<file path="config.mk">
export PLATFORM = sky130hd
export DESIGN_NAME = burst_offset_seq
export DESIGN_NICKNAME = d
export VERILOG_FILES = /design/src/rtl/burst_seq_pkg.sv /design/src/rtl/burst_load_reg.sv /design/src/rtl/burst_step_cnt.sv /design/src/rtl/burst_order_map.sv /design/src/rtl/burst_offset_seq.sv
export SDC_FILE = /design/constraint.sdc
export NUM_CORES = 1
export LEC_CHECK = 0
export BUFFER_PORTS_ARGS = -buffer_cell sky130_fd_sc_hd__clkbuf_2
export CAP_MARGIN = 5
export CORE_AREA = 2 2 39 41
export DETAILED_ROUTE_END_ITERATION = 7
export DIE_AREA = 0 0 41 43
export GPL_TIMING_DRIVEN = 0
export SLEW_MARGIN = 20
export SYNTH_ARGS = -nofsm -noshare
export SYNTH_HDL_FRONTEND = slang
export SYNTH_HIERARCHICAL = 1
export SYNTH_SLANG_ARGS = --single-unit
</file>
<file path="constraint.sdc">
create_clock -name clk_i -period 1.1 [get_ports clk_i]
set_clock_uncertainty 0.05 [all_clocks]
set_input_delay 0.055 -clock clk_i [delete_from_list [all_inputs] [get_ports clk_i]]
set_output_delay 0.055 -clock clk_i [all_outputs]
set_load 0.05 [all_outputs]
</file>
<file path="src/rtl/burst_seq_pkg.sv">
package burst_seq_pkg;
   typedef enum logic {
      ORD_LINEAR     = 1'b0,
      ORD_INTERLEAVE = 1'b1
   } burst_order_e;
endpackage

</file>
<file path="src/rtl/burst_load_reg.sv">
module burst_load_reg #(
   parameter int unsigned ADDR_W = 8,
   parameter int unsigned OFF_W  = 2,
   localparam int unsigned UP_W  = ADDR_W - OFF_W
) (
   input  logic              clk_i,
   input  logic              rst_ni,
   input  logic              load_i,
   input  logic [ADDR_W-1:0] addr_i,
   output logic [OFF_W-1:0]  start_o,
   output logic [UP_W-1:0]   upper_o
);
   always_ff @(posedge clk_i) begin
      if (!rst_ni) begin
         start_o <= '0;
         upper_o <= '0;
      end else if (load_i) begin
         start_o <= addr_i[OFF_W-1:0];
         upper_o <= addr_i[ADDR_W-1:OFF_W];
      end
   end

   p_upper_hold_r9: assert property (@(posedge clk_i) disable iff (!rst_ni)
      !load_i |=> $stable(upper_o));
   p_load_upper_r2: assert property (@(posedge clk_i) disable iff (!rst_ni)
      load_i |=> upper_o == $past(addr_i[ADDR_W-1:OFF_W]));
endmodule

</file>
<file path="src/rtl/burst_step_cnt.sv">
module burst_step_cnt #(
   parameter int unsigned OFF_W = 2
) (
   input  logic             clk_i,
   input  logic             rst_ni,
   input  logic             load_i,
   input  logic             adv_i,
   output logic [OFF_W-1:0] cnt_o
);
   always_ff @(posedge clk_i) begin
      if (!rst_ni)      cnt_o <= '0;
      else if (load_i)  cnt_o <= '0;
      else if (adv_i)   cnt_o <= cnt_o + 1'b1;
   end

   p_load_clears_r7: assert property (@(posedge clk_i) disable iff (!rst_ni)
      load_i |=> cnt_o == '0);
   p_step_r4: assert property (@(posedge clk_i) disable iff (!rst_ni)
      (!load_i && adv_i) |=> cnt_o == $past(cnt_o) + 1'b1);
   p_hold_cnt_r6: assert property (@(posedge clk_i) disable iff (!rst_ni)
      (!load_i && !adv_i) |=> $stable(cnt_o));
endmodule

</file>
<file path="src/rtl/burst_order_map.sv">
module burst_order_map
   import burst_seq_pkg::*;
#(
   parameter int unsigned OFF_W = 2
) (
   input  burst_order_e     order_i,
   input  logic [OFF_W-1:0] start_i,
   input  logic [OFF_W-1:0] cnt_i,
   output logic [OFF_W-1:0] offset_o
);
   logic [OFF_W-1:0] xor_off;
   logic [OFF_W-1:0] add_off;

   assign xor_off = start_i ^ cnt_i;

   generate
      if (OFF_W == 1) begin : g_single
         // one-bit offsets: sum modulo 2 and XOR coincide
         assign add_off = xor_off;
      end else begin : g_wide
         assign add_off = start_i + cnt_i;
      end
   endgenerate

   always_comb begin
      offset_o = (order_i == ORD_INTERLEAVE) ? xor_off : add_off;
   end
endmodule

</file>
<file path="src/rtl/burst_offset_seq.sv">
module burst_offset_seq
   import burst_seq_pkg::*;
#(
   parameter int unsigned ADDR_W = 8,
   localparam int unsigned OFF_W = 2,
   localparam int unsigned UP_W  = ADDR_W - OFF_W
) (
   input  logic              clk_i,
   input  logic              rst_ni,
   input  logic              order_i,
   input  logic              strb_cpu_i,
   input  logic              strb_ctl_i,
   input  logic              adv_i,
   input  logic [ADDR_W-1:0] addr_i,
   output logic [OFF_W-1:0]  offset_o,
   output logic [UP_W-1:0]   upper_o
);
   generate
      if (ADDR_W <= OFF_W) begin : g_bad_width
         $error("burst_offset_seq: ADDR_W must exceed the offset width");
      end
   endgenerate

   logic             load;
   logic [OFF_W-1:0] start_q;
   logic [OFF_W-1:0] cnt_q;
   burst_order_e     order;

   assign load  = strb_cpu_i | strb_ctl_i;
   assign order = burst_order_e'(order_i);

   burst_load_reg #(.ADDR_W(ADDR_W), .OFF_W(OFF_W)) u_load (
      .clk_i   (clk_i),
      .rst_ni  (rst_ni),
      .load_i  (load),
      .addr_i  (addr_i),
      .start_o (start_q),
      .upper_o (upper_o)
   );

   burst_step_cnt #(.OFF_W(OFF_W)) u_cnt (
      .clk_i  (clk_i),
      .rst_ni (rst_ni),
      .load_i (load),
      .adv_i  (adv_i),
      .cnt_o  (cnt_q)
   );

   burst_order_map #(.OFF_W(OFF_W)) u_map (
      .order_i  (order),
      .start_i  (start_q),
      .cnt_i    (cnt_q),
      .offset_o (offset_o)
   );

   p_load_offset_r2: assert property (@(posedge clk_i) disable iff (!rst_ni)
      load |=> offset_o == $past(addr_i[OFF_W-1:0]));
   p_linear_step_r5: assert property (@(posedge clk_i) disable iff (!rst_ni)
      (!load && adv_i && !order_i) |=> offset_o == $past(offset_o) + 1'b1);
   p_hold_offset_r6: assert property (@(posedge clk_i) disable iff (!rst_ni)
      (!load && !adv_i) |=> $stable(offset_o));
   p_reset_r1: assert property (@(posedge clk_i)
      !rst_ni |=> (offset_o == '0 && upper_o == '0));
endmodule

</file>
Word level (Yosys, flattened, before mapping)
Index checks and enable logic that the tools add are counted.
{"block": "word_totals", "register_bits": 10, "input_bits": 14, "out_inout_bits": 8}
{"block": "classes", "addsub": 2, "n_mux": 1, "bitwise_logic": 3, "reduce_logical": 1}
{"op": "$add 2x1->2 const B", "count": 1}
{"op": "$add 2x2->2", "count": 1}
{"op": "$mux 2", "count": 1}
{"op": "$reduce_or 2->1", "count": 1}
{"op": "$xor 2x2->2", "count": 1}
{"op": "$not 1->1", "count": 1}
{"op": "$or 1x1->1", "count": 1}

Logic depth before layout (Yosys ltp)
Gate-level depths: netlist (run 1).
{"block": "logic_depth", "ltp_word": 2, "ltp_mapped": 4, "ltp_nobuf": 3}

Hierarchy
The synthesis (run 1) kept the hierarchy.
{"mod": "burst_load_reg", "instances": 1, "cells_each": 25, "area_per_inst_um2": 301.5, "seq_area_each_um2": 160.2}
{"mod": "burst_step_cnt", "instances": 1, "cells_each": 8, "area_per_inst_um2": 85.1, "seq_area_each_um2": 40.0}
{"mod": "burst_order_map", "instances": 1, "cells_each": 4, "area_per_inst_um2": 36.3, "seq_area_each_um2": 0.0}
{"mod": "burst_offset_seq", "instances": 1, "cells_each": 1, "area_per_inst_um2": 6.3, "seq_area_each_um2": 0.0}

Least setup slack after synthesis (run 1)
Ideal clock, no wire load.
{"block": "synth_timing", "kind": "register to output", "start": "register u_cnt.cnt_o[0]", "end": "output offset_o[1]", "arrival_time_ns": 1.437, "required_ns": 0.995, "slack_ns": -0.442, "stages_incl_launch_ff": 4, "n_path_buf": 0, "path_cell_list": "dfxtp_1 -> ha_1 -> nor2b_1 -> xnor2_1"}
{"block": "synth_between", "elab_chain_cells": 2}
{"element": "from (decl)", "line": "burst_step_cnt.sv:8", "source": "output logic [OFF_W-1:0] cnt_o"}
{"element": "from (signal assigned)", "line": "burst_step_cnt.sv:13", "source": "else if (adv_i) cnt_o <= cnt_o + 1'b1;"}
{"element": "$add 2x2->2", "line": "burst_order_map.sv:21", "source": "assign add_off = start_i + cnt_i;"}
{"element": "$mux 2", "line": "burst_order_map.sv:26", "source": "offset_o = (order_i == ORD_INTERLEAVE) ? xor_off : add_off;"}
{"element": "to (decl)", "line": "burst_offset_seq.sv:15", "source": "output logic [OFF_W-1:0] offset_o,"}
No other way between the ends.

Worst setup path after layout (run 1)
Ends and elaborated chain as after synthesis.

==> results of run 1 <==
## worst max-delay path, delay by kind of cell (launching register included)
family | cells | cell delay [ns]
adder cells (fa/ha/maj) | 1 | 0.13
buffers and inverters | 1 | 0.16
XOR/XNOR | 1 | 0.13
flip-flops | 1 | 0.35
AND/OR/NAND/NOR | 1 | 0.17
## kinds of logic (layout without fill, tap and decap cells)
logic type / count (synthesis) / count (layout)
AND/OR/NAND/NOR: 13 / 13
flip-flops: 10 / 10
multiplexers: 8 / 8
XOR/XNOR: 3 / 3
AO/OA/AOI/OAI: 2 / 2
adder cells (fa/ha/maj): 1 / 1
buffers and inverters: 1 / 27
## state kept, by name, summed over array words and instances, names as in the netlist
name	count
u_load/start_o	2
u_cnt/cnt_o	2
u_load/upper_o	6
## cell usage in the layout (no fill, tap or decap)
cell       Yosys  layout
clkbuf_2       0      19
dfxtp_1       10       8
mux2i_1        8       8
nor2b_1        9       8
clkbuf_4       0       3
dfxtp_2        0       2
or2_1          1       1
clkbuf_8       0       1
clkbuf_16      0       1
buf_8          0       1
nand2b_1       1       1
xnor2_1        3       1
nor2_1         1       1
a21bo_1        1       1
nand3b_1       1       1
a21oi_2        1       1
buf_4          0       1
buf_6          1       1
xnor2_2        0       1
nor2b_4        0       1
xnor2_4        0       1
ha_4           0       1
## power by group through the flow
| stage | Sequential (mW) | Clock [mW] | Combinational [mW] |
|---|---|---|---|
| after floorplan | 0.449 | 0 | 0.0828 |
| after detailed placement | 0.402 | 0 | 0.183 |
| after global placement | 0.401 | 0 | 0.180 |
| after CTS | 0.396 | 0.327 | 0.208 |
| final | 0.396 | 0.318 | 0.208 |
| after global routing | 0.398 | 0.344 | 0.221 |
## layout make-up
type / instances / area share (%)
multi-input combinational: 27 / 39.00
sequential: 10 / 29.94
timing repair buffer: 22 / 21.07
clock buffer: 4 / 5.360
tap: 16 / 2.957
buffer: 1 / 1.664
## worst paths after layout
check,from,to,slack [ns],cells after the start
min reg2reg,u_load/upper_o[2]$_SDFFE_PN0P_,u_load/upper_o[2]$_SDFFE_PN0P_,0.47,2
min,addr_i[0],u_load/start_o[0]$_SDFFE_PN0P_,0.005,3
max reg2reg,u_cnt/cnt_o[0]$_SDFFE_PP0P_,u_cnt/cnt_o[1]$_SDFFE_PP0P_,0.21,3
max,u_cnt/cnt_o[0]$_SDFFE_PP0P_,offset_o[1],-0.20,4
## through the flow
step / cells / instance area [sq um] / total power [mW] / hold slack, ns
4_1_cts: 80 / 675.6 / 0.9307 / 0.005847
5_1_grt: 80 / 676.9 / 0.9632 / 0.01745
3_3_place_gp: 75 / 580.6 / 0.5816 / 0.2616
6_report: 80 / 676.9 / 0.9218 / 0.005099
3_5_place_dp: 75 / 580.6 / 0.5843 / 0.2710
2_1_floorplan: 38 / 455.4 / 0.5323 / 0.1332
## what timing repair did
item | CTS | global route
buffers inserted | 1 | 0
endpoints found under the hold margin | 0 | 0
pin swaps | 2 | 0
setup endpoints to repair | 2 | 2
gates resized for setup | 10 | 1
## layer usage
metal,wire (um),vias to the layer above
met3,56,0
met4,0,0
li1,-,177
met5,0,-
met1,358,156
met2,418,14
==> flow_summary.yaml, run 1 <==
status:
  outcome: "finished with violations"
  failed_checks: "negative setup slack"
run:
  drv_cap: 0
power:
  power_switching_mw: 0.2481
  sw_frac_of_total_pct: 26.91
  irDropWorstVdd_v: 0.0007894
  powerDensity_mw_per_mm2: 1362
  p_clk_share_pct: 34.5
  p_int_mw: 0.6738
  p_leak_nw: 0.3312
  seq_power_share_pct: 43.0
  p_comb_share_pct: 22.6
global_route:
  met1_usage_pct: 13.53
  grt_pass1_wl_um: 1235
  grt.overflow.total: 0
  grt_pass1_vias: 316
  use_met3_pct: 3.665
  antenna_found_initial: 0
  grt_usage_pct: 10.53
  use_met2_pct: 15.63
  grt_busiest_layer: "met2"
  grt_start_max_net_pins: 10
synth:
  synthCells: 38
  synth_fa_ha_area_share_pct: 2.915
  yosys_warnings: 6
  muxShareOfSynthArea_pct: 18.66
  synth_compound_area_share_pct: 4.373
  synth.area.top_cells: "dfxtp_1 (47%), mux2i_1 (19%), nor2b_1 (13%)"
  ys.flop_type: "dfxtp_1"
  syn_area_sq_um: 429.2
  ys_types: 12
  synthSimpleGateAreaFrac_pct: 18.66
  yosysTopAreaCell: "dfxtp_1"
  async_flop_share_pct: 0
  synth_edf_count: 0
  ys_seq_area_share_pct: 46.65
  synth_top_family_by_area: "multiplexers"
  synth_common_cells: "dfxtp_1 (10), nor2b_1 (9), mux2i_1 (8), xnor2_1 (3)"
  synthXorXnorAreaFrac_pct: 6.122
  yosysTopAreaCellShare_pct: 46.65
  synth_nets: 53
  yosysMostFrequentCell: "dfxtp_1"
  ys_ff_latch: 10
  avgSynthCellArea_sq_um: 11.29
sta:
  layout_setup_ws_ns: -0.1983
  slew-limit-headroom_pct: 81.02
  setup_viol: 2
  rsz0062_at_grt: "yes"
  period_share_pct: 118.0
  fmax_mhz: 770.3
  finalHoldViolCount: 0
  worst_pin_slew_ns: 0.2859
  finalCriticalPeriod_ns: 1.298
  slew_viol_final: 0
  finalSetupTns_ns: -0.2147
floorplan:
  die_width_um: 41
  fp.dieArea_sq_mm: 0.001763
  die_y_um: 43
  coreArea_sq_mm: 0.001384
  num_io_pins: 22
  core.rowCount: 14
  initial_core_util_pct: 31.01
placement:
  dpl.hpwl_um: 605.6
  io_buffers: 21
  dp_slack_ns: -0.1411
  place.gp.congestion: 0.6194
critical_path:
  path_class: "reg -> out"
  path_cells: "ha_4 > nor2b_4 > xnor2_4 > buf_8"
  cp_slowest_cell: "dfxtp_2"
  cp_max_fo: 2
  critPathRequiredTime_ns: 1.00
  cpPeakStageDelay_ns: 0.35
  start_kind: "flop"
  arrival_ns: 1.19
  endpoint_kind: "primary output"
cells_and_area:
  seq_area_sq_um: 202.7
  area_growth_pct: 57.73
  utilization_pct: 48.92
  nets: 80
  fillers: 138
  antenna_cells: 0
  multi_input_area_sq_um: 264.0
  drive_gt1_share_pct: 53.13
cts:
  insertion_delay_ns: 0.25
  h-tree-depth: 1
  cts_tree: "built"
  clkSinkCount: 10
  cts-root-buf: "clkbuf_4"
  clockBufferDepth: 2
  cts.clk_slew.worst_paths_ns: 0.07
  cts_made_buffers: 3
  hold_buffers: 0
detailed_routing:
  viasPerCell: 4.338
  ant_nets: 0
  vias: 347
  wl_per_cell_um: 10.41
  first_pass_iters: 1
  finalWirelength_um: 833
  drtIter0Drc: 0
  drc: 0
worst_hold_path:
  hold_class: "in -> reg"
No activity file was read; power rests on OpenSTA's default activity.
==> run 2: changes to the inputs <==
--- a/config.mk
+++ b/config.mk
@@ -11,6 +11,7 @@
 export DETAILED_ROUTE_END_ITERATION = 7
 export DIE_AREA = 0 0 41 43
 export GPL_TIMING_DRIVEN = 0
+export RECOVER_POWER = 100
 export SLEW_MARGIN = 20
 export SYNTH_ARGS = -nofsm -noshare
 export SYNTH_HDL_FRONTEND = slang
==> run 2 against run 1 <==
Net effect:
- the run still ends with negative setup slack left
- total power hardly changed
- clock power hardly changed
- maximum frequency hardly changed
- register-to-register slack hardly changed
- core utilization is 0.27 points lower
- sequential power hardly changed
- cell area is 0.55% lower
- global-route usage stayed put
- via count is 1.2% higher
- critical path depth stayed put
- highest routed layer unchanged
==> flow_summary.yaml, run 2 (synthesized netlist as in run 1, its figures left out) <==
critical_path:
  start_kind: "flop"
  path_cells: "ha_4 > nor2b_4 > xnor2_4 > buf_8"
  arrival_ns: 1.19
  critPathRequiredTime_ns: 1.00
  cp_max_fo: 2
  cp_slowest_cell: "dfxtp_2"
  cpPeakStageDelay_ns: 0.35
  path_class: "reg -> out"
  endpoint_kind: "primary output"
status:
  outcome: "finished with violations"
  failed_checks: "negative setup slack"
cts:
  cts_made_buffers: 3
  cts-root-buf: "clkbuf_4"
  insertion_delay_ns: 0.25
  clkSinkCount: 10
  h-tree-depth: 1
  cts.clk_slew.worst_paths_ns: 0.07
  clockBufferDepth: 2
  cts_tree: "built"
  hold_buffers: 0
sta:
  setup_viol: 2
  finalCriticalPeriod_ns: 1.297
  worst_pin_slew_ns: 0.2860
  period_share_pct: 118.0
  finalHoldViolCount: 0
  slew-limit-headroom_pct: 81.02
  finalSetupTns_ns: -0.2138
  fmax_mhz: 770.7
  slew_viol_final: 0
  rsz0062_at_grt: "yes"
  layout_setup_ws_ns: -0.1975
global_route:
  use_met3_pct: 3.665
  grt_busiest_layer: "met2"
  grt_usage_pct: 10.53
  grt_start_max_net_pins: 10
  use_met2_pct: 15.63
  grt.overflow.total: 0
  grt_pass1_wl_um: 1235
  met1_usage_pct: 13.53
  grt_pass1_vias: 316
  antenna_found_initial: 0
cells_and_area:
  largestRegisters: "u_load/upper_o (6), u_cnt/cnt_o (2), u_load/start_o (2)"
  utilization_pct: 48.64
  nets: 80
  drive_gt1_share_pct: 51.56
  max_flop_register: "u_load/upper_o"
  largest_register_ff_count: 6
  layout_common_cells: "clkbuf_2 (19), dfxtp_1 (8), mux2i_1 (8), nor2b_1 (8), clkbuf_4 (3)"
  layout_commonest_cell: "clkbuf_2"
  antenna_cells: 0
  area_growth_pct: 56.85
detailed_routing:
  ant_nets: 0
  finalWirelength_um: 834
  drc: 0
  first_pass_iters: 2
  viasPerCell: 4.388
  vias: 351
  drtIter0Drc: 2
  wl_per_cell_um: 10.43
power:
  irDropWorstVdd_v: 0.0007889
  powerDensity_mw_per_mm2: 1369
  finalPower_mw: 0.9212
  p_leak_nw: 0.3312
floorplan:
  coreArea_sq_mm: 0.001384
  fp.dieArea_sq_mm: 0.001763
  core.rowCount: 14
  die_y_um: 43
  initial_core_util_pct: 31.01
  num_io_pins: 22
  die_width_um: 41
run:
  drv_cap: 0
placement:
  place.gp.congestion: 0.6194
  dpl.hpwl_um: 605.6
  io_buffers: 21
worst_hold_path:
  hold_class: "in -> reg"
[run 2: cell counts in the layout (fill, tap and decap cells not counted)]
No cell type changed its count.
[run 2: power by group]
group          total (mW)  internal [mW]  switching, mW
Combinational       0.208         0.0902          0.118
Clock               0.317          0.200          0.117
Sequential          0.396          0.383         0.0128
Total               0.921          0.674          0.248
[run 2: path summary, 6_finish.rpt]
check / startpoint / endpoint / slack [ns] / cells past startpoint
min reg2reg: u_load/upper_o[2]$_SDFFE_PN0P_ / u_load/upper_o[2]$_SDFFE_PN0P_ / 0.47 / 2
min: addr_i[0] / u_load/start_o[0]$_SDFFE_PN0P_ / 0.005 / 3
max reg2reg: u_cnt/cnt_o[0]$_SDFFE_PP0P_ / u_cnt/cnt_o[1]$_SDFFE_PP0P_ / 0.22 / 3
max: u_load/start_o[0]$_SDFFE_PN0P_ / offset_o[1] / -0.20 / 4
[run 2: critical path: cells and delay by family (launching register included)]
kind | cells | cell delay (ns)
fa+ha+maj | 1 | 0.12
simple gates | 1 | 0.17
xor+xnor | 1 | 0.13
flops | 1 | 0.35
buf+inv | 1 | 0.16
[run 2: metal layers]
metal,up-vias,routed length [um]
met5,-,0
met4,0,0
met3,0,56
met2,14,420
met1,159,356
li1,178,-
[run 2: per-stage QoR]
stage | instance area, sq um | hold WS [ns] | cells | setup WS [ns]
after floorplan | 455.4 | 0.1332 | 38 | 0.008384
after global placement | 580.6 | 0.2616 | 75 | -0.1327
after detailed placement | 580.6 | 0.2710 | 75 | -0.1411
after CTS | 675.6 | 0.005847 | 80 | -0.2363
after global routing | 673.1 | 0.01745 | 80 | -0.2577
final | 673.1 | 0.005294 | 80 | -0.1975
[run 2: layout make-up]
type	instances	area, sq um
well taps	16	20.02
multi-input cells	27	260.3
clock buffers	4	36.28
flip-flops and latches	10	202.7
fillers	140	710.7
plain buffers	1	11.26
repair buffers	22	142.6
[run 2: repair_timing]
action,CTS,global route
endpoints found under the setup margin,2,2
cloned,0,0
buffers inserted,1,0
pin swaps,2,0
gates resized for setup,10,1
